[src/rtl/rbp_pkg.sv]
// Package: shared constants and types for the random byte peripheral.
// Assumes byte-wide registers and a 12-bit byte offset.
package rbp_pkg;
    localparam int OFF_CTL  = 'h000;
    localparam int OFF_DATA = 'h004;
    localparam int OFF_MODE = 'h008;

    localparam int EN_BIT  = 0;
    localparam int VLD_BIT = 1;

    localparam logic [7:0] MODE_RUN = 8'h02;

    typedef enum logic [1:0] {
        SEL_NONE = 2'd0,
        SEL_CTL  = 2'd1,
        SEL_DATA = 2'd2,
        SEL_MODE = 2'd3
    } rbp_sel_e;
endpackage

[src/rtl/rbp_lfsr.sv]
// Module: right-shifting Galois pseudo-random register.
// It steps on every clock out of reset and loads SEED during reset.
// Assumes SEED is nonzero and MASK describes a maximal-length polynomial.
module rbp_lfsr #(
    parameter int          WIDTH = 32,
    parameter int          OUT_W = 8,
    parameter logic [WIDTH-1:0] MASK = 32'h8020_0003,
    parameter logic [WIDTH-1:0] SEED = 32'hACE1_2468
) (
    input  logic             clk,
    input  logic             rst_n,
    output logic [OUT_W-1:0] rnd
);
    logic [WIDTH-1:0] state_q;
    logic [WIDTH-1:0] state_d;

    // Next state: shift right, fold the mask in when a one leaves the register.
    always_comb begin
        state_d = state_q >> 1;
        if (state_q[0]) state_d = state_d ^ MASK;
    end

    // State register: seeded in reset, stepping every cycle after it.
    always_ff @(posedge clk) begin
        if (!rst_n) state_q <= SEED;
        else        state_q <= state_d;
    end

    assign rnd = state_q[OUT_W-1:0];
endmodule

[src/rtl/rbp_decode.sv]
// Module: bus address decode and error detection.
// Exact match on the full offset. Writes to data and unknown offsets are errors.
module rbp_decode
    import rbp_pkg::*;
#(
    parameter int ADDR_W = 12
) (
    input  logic              req,
    input  logic              we,
    input  logic [ADDR_W-1:0] addr,
    output rbp_sel_e          sel,
    output logic              rd_en,
    output logic              wr_en,
    output logic              err
);
    // Target select from the offset.
    always_comb begin
        if (addr == ADDR_W'(OFF_CTL))       sel = SEL_CTL;
        else if (addr == ADDR_W'(OFF_DATA)) sel = SEL_DATA;
        else if (addr == ADDR_W'(OFF_MODE)) sel = SEL_MODE;
        else                                sel = SEL_NONE;
    end

    // Qualified strobes and the error flag.
    always_comb begin
        rd_en = req && !we && (sel != SEL_NONE);
        wr_en = req && we && (sel == SEL_CTL || sel == SEL_MODE);
        err   = req && ((sel == SEL_NONE) || (we && sel == SEL_DATA));
    end
endmodule

[src/rtl/rbp_regs.sv]
// Module: control, mode, valid flag and data byte storage.
// The valid flag is hardware-owned. Read views are gated by the active state.
// Assumes strobes are already qualified by the decoder.
module rbp_regs
    import rbp_pkg::*;
#(
    parameter int DATA_W = 8
) (
    input  logic              clk,
    input  logic              rst_n,
    input  rbp_sel_e          sel,
    input  logic              rd_en,
    input  logic              wr_en,
    input  logic [DATA_W-1:0] wdata,
    input  logic [DATA_W-1:0] rand_byte,
    output logic [DATA_W-1:0] ctl_view,
    output logic [DATA_W-1:0] data_view,
    output logic [DATA_W-1:0] mode_q,
    output logic              active,
    output logic              valid_q,
    output logic [DATA_W-1:0] data_q
);
    logic [DATA_W-1:0] ctl_q;
    logic              consume;

    // Active qualification and the consuming-read strobe.
    always_comb begin
        active  = ctl_q[EN_BIT] && (mode_q == DATA_W'(MODE_RUN));
        consume = rd_en && (sel == SEL_DATA) && active && valid_q;
    end

    // Control byte: software bits only, the flag position is held at zero.
    always_ff @(posedge clk) begin
        if (!rst_n) ctl_q <= '0;
        else if (wr_en && sel == SEL_CTL) begin
            ctl_q          <= wdata;
            ctl_q[VLD_BIT] <= 1'b0;
        end
    end

    // Mode byte: plain read/write storage.
    always_ff @(posedge clk) begin
        if (!rst_n)                        mode_q <= '0;
        else if (wr_en && sel == SEL_MODE) mode_q <= wdata;
    end

    // Valid flag: cleared when idle or consumed, set when a byte is captured.
    always_ff @(posedge clk) begin
        if (!rst_n)       valid_q <= 1'b0;
        else if (!active) valid_q <= 1'b0;
        else if (consume) valid_q <= 1'b0;
        else if (!valid_q) valid_q <= 1'b1;
    end

    // Data byte: zeroed on consume, captured when active and empty.
    always_ff @(posedge clk) begin
        if (!rst_n)                  data_q <= '0;
        else if (consume)            data_q <= '0;
        else if (active && !valid_q) data_q <= rand_byte;
    end

    // Read views as software sees them.
    always_comb begin
        ctl_view          = ctl_q;
        ctl_view[VLD_BIT] = valid_q && active;
        data_view         = (active && valid_q) ? data_q : '0;
    end
endmodule

[src/rtl/rand_byte_periph.sv]
// Module: top of the random byte peripheral.
// Combines decode, storage and the pseudo-random source, and muxes read data.
// Assumes a single-cycle bus: read data and err are valid in the request cycle.
module rand_byte_periph
    import rbp_pkg::*;
#(
    parameter int          ADDR_W  = 12,
    parameter int          DATA_W  = 8,
    parameter int          LFSR_W  = 32,
    parameter logic [LFSR_W-1:0] LFSR_MASK = 32'h8020_0003,
    parameter logic [LFSR_W-1:0] LFSR_SEED = 32'hACE1_2468
) (
    input  logic              clk,
    input  logic              rst_n,
    input  logic              req,
    input  logic              we,
    input  logic [ADDR_W-1:0] addr,
    input  logic [DATA_W-1:0] wdata,
    output logic [DATA_W-1:0] rdata,
    output logic              err
);
    rbp_sel_e          sel;
    logic              rd_en;
    logic              wr_en;
    logic [DATA_W-1:0] rand_byte;
    logic [DATA_W-1:0] ctl_view;
    logic [DATA_W-1:0] data_view;
    logic [DATA_W-1:0] mode_q;
    logic              active;
    logic              valid_q;
    logic [DATA_W-1:0] data_q;

    rbp_decode #(.ADDR_W(ADDR_W)) u_decode (
        .req   (req),
        .we    (we),
        .addr  (addr),
        .sel   (sel),
        .rd_en (rd_en),
        .wr_en (wr_en),
        .err   (err)
    );

    rbp_lfsr #(
        .WIDTH (LFSR_W),
        .OUT_W (DATA_W),
        .MASK  (LFSR_MASK),
        .SEED  (LFSR_SEED)
    ) u_lfsr (
        .clk   (clk),
        .rst_n (rst_n),
        .rnd   (rand_byte)
    );

    rbp_regs #(.DATA_W(DATA_W)) u_regs (
        .clk       (clk),
        .rst_n     (rst_n),
        .sel       (sel),
        .rd_en     (rd_en),
        .wr_en     (wr_en),
        .wdata     (wdata),
        .rand_byte (rand_byte),
        .ctl_view  (ctl_view),
        .data_view (data_view),
        .mode_q    (mode_q),
        .active    (active),
        .valid_q   (valid_q),
        .data_q    (data_q)
    );

    // Read mux: zero unless a decoded read is requested.
    always_comb begin
        rdata = '0;
        if (rd_en) begin
            case (sel)
                SEL_CTL:  rdata = ctl_view;
                SEL_DATA: rdata = data_view;
                SEL_MODE: rdata = mode_q;
                default:  rdata = '0;
            endcase
        end
    end
endmodule

[config.mk]
export PLATFORM = sky130hd
export DESIGN_NAME = rand_byte_periph
export DESIGN_NICKNAME = d
export VERILOG_FILES = /design/src/rtl/rbp_pkg.sv /design/src/rtl/rbp_lfsr.sv /design/src/rtl/rbp_decode.sv /design/src/rtl/rbp_regs.sv /design/src/rtl/rand_byte_periph.sv
export SDC_FILE = /design/constraint.sdc
export NUM_CORES = 1
export LEC_CHECK = 0
export ABC_AREA = 1
export BUFFER_PORTS_ARGS = -buffer_cell sky130_fd_sc_hd__buf_2
export CAP_MARGIN = 20
export CELL_PAD_IN_SITES_DETAIL_PLACEMENT = 1
export CELL_PAD_IN_SITES_GLOBAL_PLACEMENT = 1
export CORE_UTILIZATION = 40
export CTS_BUF_LIST = sky130_fd_sc_hd__clkbuf_16
export DETAILED_ROUTE_END_ITERATION = 6
export GPL_TIMING_DRIVEN = 0
export HOLD_SLACK_MARGIN = 0.15
export PLACE_DENSITY_LB_ADDON = 0.1
export SYNTH_ARGS = -nofsm -noshare
export SYNTH_HDL_FRONTEND = slang
export SYNTH_SLANG_ARGS = --single-unit
[constraint.sdc]
create_clock -name clk -period 2 [get_ports clk]
set_input_delay 0.4 -clock clk [delete_from_list [all_inputs] [get_ports clk]]
set_output_delay 0.4 -clock clk [all_outputs]
set_load 0.02 [all_outputs]
==> impl_metrics.py, run 1 <==
metrics = {
    "synthesis": {
        "yosys_register_bits": 56,
        "yosysSeqAreaShare_pct": 48.5,
        "syn_nets": 347,
        "yosysWarnings": 0,
        "ys_types": 24,
        "synth_area_per_cell_um2": 7.16,
        "syn-instance-count": 323,
        "synthesis.area_mm2": 0.00231,
    },
    "floorplanning": {
        "num_rows": 27,
        "core_mm2": 0.00554,
        "initial_core_util_pct": 41.8,
        "dieWidth_um": 78.1,
        "die_area_mm2": 0.00609,
        "die_h_um": 78.1,
        "pin_count": 33,
    },
    "min_path": {
        "hp-class": "input port to flop",
    },
    "pwr": {
        "switchingPower_mw": 0.505,
        "seq_power_share_pct": 50.8,
        "switching_share_pct": 21.7,
        "total_power_mw": 2.32,
        "peakVddDrop_mv": 0.486,
        "p_leak_nw": 1.58,
        "p_clk_share_pct": 43.0,
        "powerDensity_mw_per_mm2": 732,
        "intPower_mw": 1.82,
        "combPwrFrac_pct": 6.2,
    },
    "critical_path": {
        "end_kind": "output port",
        "critPathMaxFanout": 7,
        "path_common_cell": "nand2_2",
        "path_class": "input port to output port",
        "start_kind": "input port",
        "cpPeakStageDelay_ns": 0.31,
        "cp.arrival_ns": 1.73,
        "cp_cell_sequence": "buf_6 -> nor2_2 -> nand2_2 -> nor2_4 -> o211a_1 -> nand2_2 -> a21oi_1 -> buf_4",
        "crit_required_ns": 1.60,
        "crit_slowest_cell": "o211a_1",
        "rrSetupSlack_ns": 0.26,
    },
    "status": {
        "violations": "negative setup slack",
        "outcome": "complete, but fails checks",
    },
    "clocking": {
        "cts.sinks": 56,
        "htree_num_levels": 2,
        "cts-root-buf": "clkbuf_16",
        "cts_tree": "yes",
        "path_clk_slew_ns": 0.08,
        "cts.path.max_buffers": 2,
        "numCtsBuffers": 5,
        "clk_latency_ns": 0.29,
        "ctsHoldBuffers": 0,
    },
    "sta": {
        "tns_ns": -0.770,
        "fmax_ghz": 0.469,
        "setup_viol": 9,
        "maxSlewViolCount": 0,
        "finClkSkew_ns": 0.00879,
        "fin_crit_sh_pct": 107,
        "rsz0062_at_grt": "yes",
        "finalHoldViolCount": 0,
        "slew_headroom_pct": 63.7,
        "tightestPinTransition_ns": 0.544,
        "worst_slack_ns": -0.134,
        "finalCriticalPeriod_ns": 2.13,
    },
    "cells_and_area": {
        "final_core_util_pct": 57.2,
        "stdcell_count": 454,
        "area_growth_pct": 37.0,
        "diodes": 0,
        "layout.nets": 405,
        "final_layout_size_suffix_gt1_share_pct": 32.2,
    },
    "placed_design": {
        "dp_worst_setup_slack_ns": -0.293,
        "dp.cells": 426,
        "hpwlAfterDp_mm": 3.88,
        "finalWeightedCongestion": 0.750,
        "port_buffers": 31,
    },
    "routing": {
        "antenna_left": 0,
        "vias_per_cell": 4.75,
        "vias": 2155,
        "wl_mm": 6.84,
        "wl_per_cell_um": 15.1,
        "first_pass_iters": 4,
        "drc_errors": 0,
        "drtIter0Drc": 97,
    },
    "grt": {
        "track_usage_pct": 21.5,
        "grt_antenna_before_repair": 0,
        "overflow": 0,
        "grt_pass1_wl_mm": 10.1,
        "grt_pass1_vias": 2202,
        "grt_max_degree": 18,
    },
    "run": {
        "cap_violations": 0,
    },
}
-- synthesized netlist by cell type --
master | count | share of area, %
a21oi_1 | 9 | 1.9
buf_2 | 1 | 0.22
buf_4 | 1 | 0.32
buf_6 | 2 | 0.97
clkbuf_1 | 3 | 0.49
clkbuf_8 | 1 | 0.59
dfxtp_1 | 56 | 48
inv_1 | 52 | 8.4
inv_2 | 1 | 0.16
nand2_1 | 89 | 14
nand2_2 | 1 | 0.27
nand3_1 | 26 | 5.6
nand4_1 | 3 | 0.81
nand4_2 | 1 | 0.54
nand4_4 | 1 | 0.92
nor2_1 | 54 | 8.8
nor2_2 | 3 | 0.81
nor2_4 | 1 | 0.49
nor3_2 | 1 | 0.43
nor3_4 | 1 | 0.70
o211a_1 | 1 | 0.43
o21ai_0 | 2 | 0.43
or2_2 | 11 | 3.0
xnor2_1 | 2 | 0.76
-- registers in the layout, indices dropped and copies added (netlist names) --
| name | cells |
|---|---|
| u_lfsr.state_q | 32 |
| u_regs.data_q | 8 |
| u_regs.mode_q | 8 |
| u_regs.ctl_q | 7 |
| u_regs.valid_q | 1 |
-- worst paths after layout --
path,startpoint,end,cells after the start
hold / removal,wdata[6],u_regs.ctl_q[6],3
hold reg to reg,u_lfsr.state_q[8],u_lfsr.state_q[7],2
setup / recovery,addr[8],rdata[2],8
setup reg to reg,u_regs.mode_q[7],u_regs.data_q[2],10
-- critical path: cells and delay by family --
kind / cells / cell delay [ns]
compound gates: 2 / 0.48
simple gates: 4 / 0.58
buf+inv: 2 / 0.26
-- cell families (layout without fill, tap and decap cells) --
group,after synthesis,in the layout,synth area share [%]
and+or+nand+nor,192,193,36.8
buffers and inverters,61,119,11.2
DFF,56,56,48.5
AOI/OAI and AO/OA,12,12,2.81
xor gates and xnor gates,2,2,0.757
-- cells in the final DEF, fill, tap and decap left out, types with 2 or more instances in the layout --
| master | Yosys | final |
|---|---|---|
| nand2_2 | 1 | 7 |
| nor2_2 | 3 | 4 |
| dfxtp_2 | 0 | 6 |
| nand2_1 | 89 | 81 |
| nor2_4 | 1 | 8 |
| a21oi_1 | 9 | 4 |
| buf_6 | 2 | 15 |
| nor3_4 | 1 | 2 |
| nand3_2 | 0 | 6 |
| nand4_1 | 3 | 3 |
| nand2_4 | 0 | 2 |
| nor2_1 | 54 | 47 |
| clkbuf_1 | 3 | 3 |
| a21oi_2 | 0 | 4 |
| nand3_1 | 26 | 19 |
| or2_2 | 11 | 11 |
| dfxtp_1 | 56 | 50 |
| inv_2 | 1 | 6 |
| buf_2 | 1 | 18 |
| buf_12 | 0 | 2 |
| clkbuf_16 | 0 | 6 |
| xnor2_1 | 2 | 2 |
| inv_1 | 52 | 48 |
| buf_4 | 1 | 18 |
-- through the flow --
step,cell area [um^2],hold slack [ns]
3_5_place_dp,2560,0.402
3_3_place_gp,2560,0.393
5_1_grt,3170,0.348
6_report,3170,0.339
2_1_floorplan,2310,0.390
4_1_cts,3010,0.338
-- per-layer routing --
metal,vias up,track usage (%),wire [um]
li1,1083,-,-
met1,1002,24.2,2800
met2,49,40.4,3530
met3,21,4.42,226
met4,0,6.67,277
met5,-,0,0
-- cell type report --
class	count	area, um^2
repair buffers	50	418
plain buffers	8	66.3
well taps	72	90.1
inverters	53	199
clock inverters	3	42.5
multi-input cells	207	1100
clock buffers	5	125
flip-flops and latches	56	1130
fillers	696	2370
-- what timing repair did --
| item | in CTS | in global routing |
|---|---|---|
| setup endpoints to repair | 9 | 9 |
| pin swaps | 13 | 21 |
| buffers inserted | 16 | 3 |
| cloned | 1 | 1 |
| resized for setup | 44 | 31 |
-- power groups by stage --
stage               registers [mW]  logic (mW)  clock network (mW)
CTS                           1.18       0.126                1.02
floorplan                     1.20      0.0713                   0
global placement              1.20       0.114                   0
detailed placement            1.21       0.117                   0
finish                        1.18       0.145               0.998
global route                  1.18       0.161                1.07
Power figures use the tool's default switching activity.
==> run 2: changes to the inputs <==
ABC_AREA = unset   (was 1)
CORE_UTILIZATION = 42   (was 40)
==> run 2 against run 1 <==
Compared with the run above: the run still ends with negative setup slack left; clock-buffer cell count stayed put; first-iteration DRC count shrank 41%; synthesized area decreased by 7.2%; via count shrank 23%; sequential share of layout area increased by 5.9 points; critical path depth shrank 2; die area is 11% lower; critical endpoint is now rdata[3].
==> impl_metrics.py, run 2 <==
metrics = {
    "floorplanning": {
        "die_area_mm2": 0.00540,
        "die_h_um": 73.5,
        "num_rows": 25,
        "initial_core_util_pct": 44.5,
        "core_mm2": 0.00482,
        "dieWidth_um": 73.5,
        "pin_count": 33,
    },
    "synthesis": {
        "ys.flop_type": "dfxtp_1",
        "netlist.area_leader.share_pct": 52.2,
        "ys_types": 29,
        "synthesis.area_mm2": 0.00215,
        "yosysWarnings": 0,
        "yosys_register_bits": 56,
        "synth_area_per_cell_um2": 9.89,
        "yosysTopAreaCell": "dfxtp_1",
        "synth_edf_count": 0,
        "synth_area_leaders": "dfxtp_1, mux2i_1, and2_1",
        "syn_nets": 241,
        "ys_top_cells_by_count": "dfxtp_1, and2_1, mux2i_1, nand2_1, nand2b_1",
        "yosysMostFrequentCell": "dfxtp_1",
        "async_flop_share_pct": 0,
        "syn-instance-count": 217,
        "yosysSeqAreaShare_pct": 52.2,
    },
    "routing": {
        "vias": 1652,
        "met3_length_um": 255,
        "drc_errors": 0,
        "first_pass_iters": 4,
        "wl_met2_mm": 2.35,
        "wl_per_cell_um": 15.3,
        "vias_per_cell": 4.99,
        "antenna_left": 0,
        "wl_met1_mm": 2.44,
        "wl_mm": 5.06,
        "top_layer": "met4",
        "drtIter0Drc": 57,
    },
    "sta": {
        "worst_slack_ns": -0.529,
        "tightestPinTransition_ns": 0.618,
        "finalCriticalPeriod_ns": 2.53,
        "maxSlewViolCount": 0,
        "finClkSkew_ns": 0.00718,
        "setup_viol": 9,
        "slew_headroom_pct": 58.8,
        "fin_crit_sh_pct": 126,
        "fmax_ghz": 0.395,
        "rsz0062_at_grt": "yes",
        "tns_ns": -3.73,
        "finalHoldViolCount": 0,
    },
    "pwr": {
        "seq_power_share_pct": 54.1,
        "intPower_mw": 1.69,
        "switchingPower_mw": 0.491,
        "combPwrFrac_pct": 6.1,
        "peakVddDrop_mv": 0.489,
        "p_clk_share_pct": 39.8,
        "p_leak_nw": 1.08,
        "switching_share_pct": 22.5,
        "powerDensity_mw_per_mm2": 805,
    },
    "cells_and_area": {
        "reg_top3": "u_lfsr.state_q: 32 flops, u_regs.data_q: 8 flops, u_regs.mode_q: 8 flops",
        "final_core_util_pct": 56.2,
        "mostFrequentLayoutCells": "dfxtp_1, buf_2, and2_1, nand2_1, mux2i_1",
        "area_growth_pct": 26.2,
        "final_layout_size_suffix_gt1_share_pct": 31.8,
        "diodes": 0,
        "layout_commonest_cell": "dfxtp_1",
        "layout.nets": 287,
        "regMostFlops": "u_lfsr.state_q",
        "fillers": 569,
        "largest_register_ffs": 32,
    },
    "clocking": {
        "cts_tree": "yes",
        "numCtsBuffers": 5,
        "cts.sinks": 56,
        "cts-root-buf": "clkbuf_16",
        "path_clk_slew_ns": 0.07,
        "clk_latency_ns": 0.29,
        "htree_num_levels": 2,
        "cts.path.max_buffers": 2,
    },
    "critical_path": {
        "cp-startpoint": "u_regs.mode_q[4]",
        "end_kind": "output port",
        "crit_required_ns": 1.60,
        "critPathMaxFanout": 5,
        "r2r-start": "u_regs.mode_q[4]",
        "start_kind": "flop",
        "path_class": "flop to output port",
        "cp.arrival_ns": 2.13,
    },
    "grt": {
        "grt_pass1_wl_mm": 7.80,
        "grt_pass1_vias": 1596,
        "overflow": 0,
        "track_usage_pct": 19.5,
        "grt_max_degree": 19,
        "grt_antenna_before_repair": 0,
    },
    "status": {
        "outcome": "complete, but fails checks",
        "violations": "negative setup slack",
    },
    "min_path": {
        "hp-class": "input port to flop",
        "hp-start": "wdata[7]",
    },
    "placed_design": {
        "finalWeightedCongestion": 0.799,
        "hpwlAfterDp_mm": 3.52,
        "port_buffers": 31,
    },
    "run": {
        "cap_violations": 0,
    },
}
[run 2: routing by layer]
metal	vias up	global-route usage, %
li1	840	-
met1	770	25.3
met3	4	3.98
met4	0	6.41
met2	38	32.4
met5	-	0
[run 2: cell families (layout without fill, tap and decap cells)]
| logic type | Yosys count | count (layout) | share of synthesized area (%) |
|---|---|---|---|
| AO/OA/AOI/OAI | 20 | 20 | 4.96 |
| XOR/XNOR | 3 | 3 | 1.22 |
| buffers and inverters | 15 | 62 | 2.86 |
| AND/OR/NAND/NOR | 100 | 100 | 27.6 |
| multiplexers | 23 | 23 | 11.1 |
| flip-flops | 56 | 56 | 52.2 |
[run 2: worst paths after layout]
path | slack (ns) | depth (start not counted) | to
worst max-delay path | -0.53 | 6 | rdata[3]
worst min-delay path | 0.36 | 3 | u_regs.mode_q[7]
worst max register to register | 0.08 | 6 | u_regs.data_q[7]
worst min register to register | 0.41 | 1 | u_lfsr.state_q[10]
[run 2: worst max-delay path, cell delays in order (launching register included)]
cell     delay, ns
dfxtp_2       0.33
or4b_4        0.56
nor4_4        0.28
buf_6         0.17
nand4_1       0.12
a21oi_2       0.23
buf_6         0.14
[run 2: final cells by class]
| class | count | area, um^2 | area share [%] |
|---|---|---|---|
| inverter | 3 | 11.3 | 0.416 |
| buffer | 12 | 53.8 | 1.99 |
| clock buffer | 5 | 125 | 4.62 |
| multi-input combinational | 146 | 1020 | 37.7 |
| sequential | 56 | 1120 | 41.5 |
| timing repair buffer | 39 | 268 | 9.88 |
| clock inverter | 3 | 21.3 | 0.785 |
| tap | 67 | 83.8 | 3.09 |
[run 2: per-stage QoR]
stage	std cells	power [mW]	hold WS (ns)	setup slack, ns	instance area [um^2]
5_1_grt	331	2.28	0.356	-0.603	2710
6_report	331	2.18	0.356	-0.529	2710
3_5_place_dp	315	1.33	0.393	-0.533	2430
4_1_cts	328	2.20	0.353	-0.522	2660
3_3_place_gp	315	1.33	0.389	-0.499	2430
2_1_floorplan	217	1.28	0.386	-0.172	2190
[run 2: power by group through the flow]
stage / logic [mW] / registers (mW) / clock network (mW)
floorplan: 0.0781 / 1.20 / 0
global placement: 0.125 / 1.21 / 0
detailed placement: 0.127 / 1.21 / 0
CTS: 0.131 / 1.18 / 0.892
global route: 0.147 / 1.19 / 0.943
finish: 0.132 / 1.18 / 0.869
[run 2: what timing repair did]
| action | in CTS | in global routing |
|---|---|---|
| pin swaps | 2 | 6 |
| setup endpoints to repair | 18 | 18 |
| setup buffers | 5 | 1 |
| hold buffers | 0 | 0 |
| gates resized for setup | 12 | 11 |
| cloned | 0 | 2 |
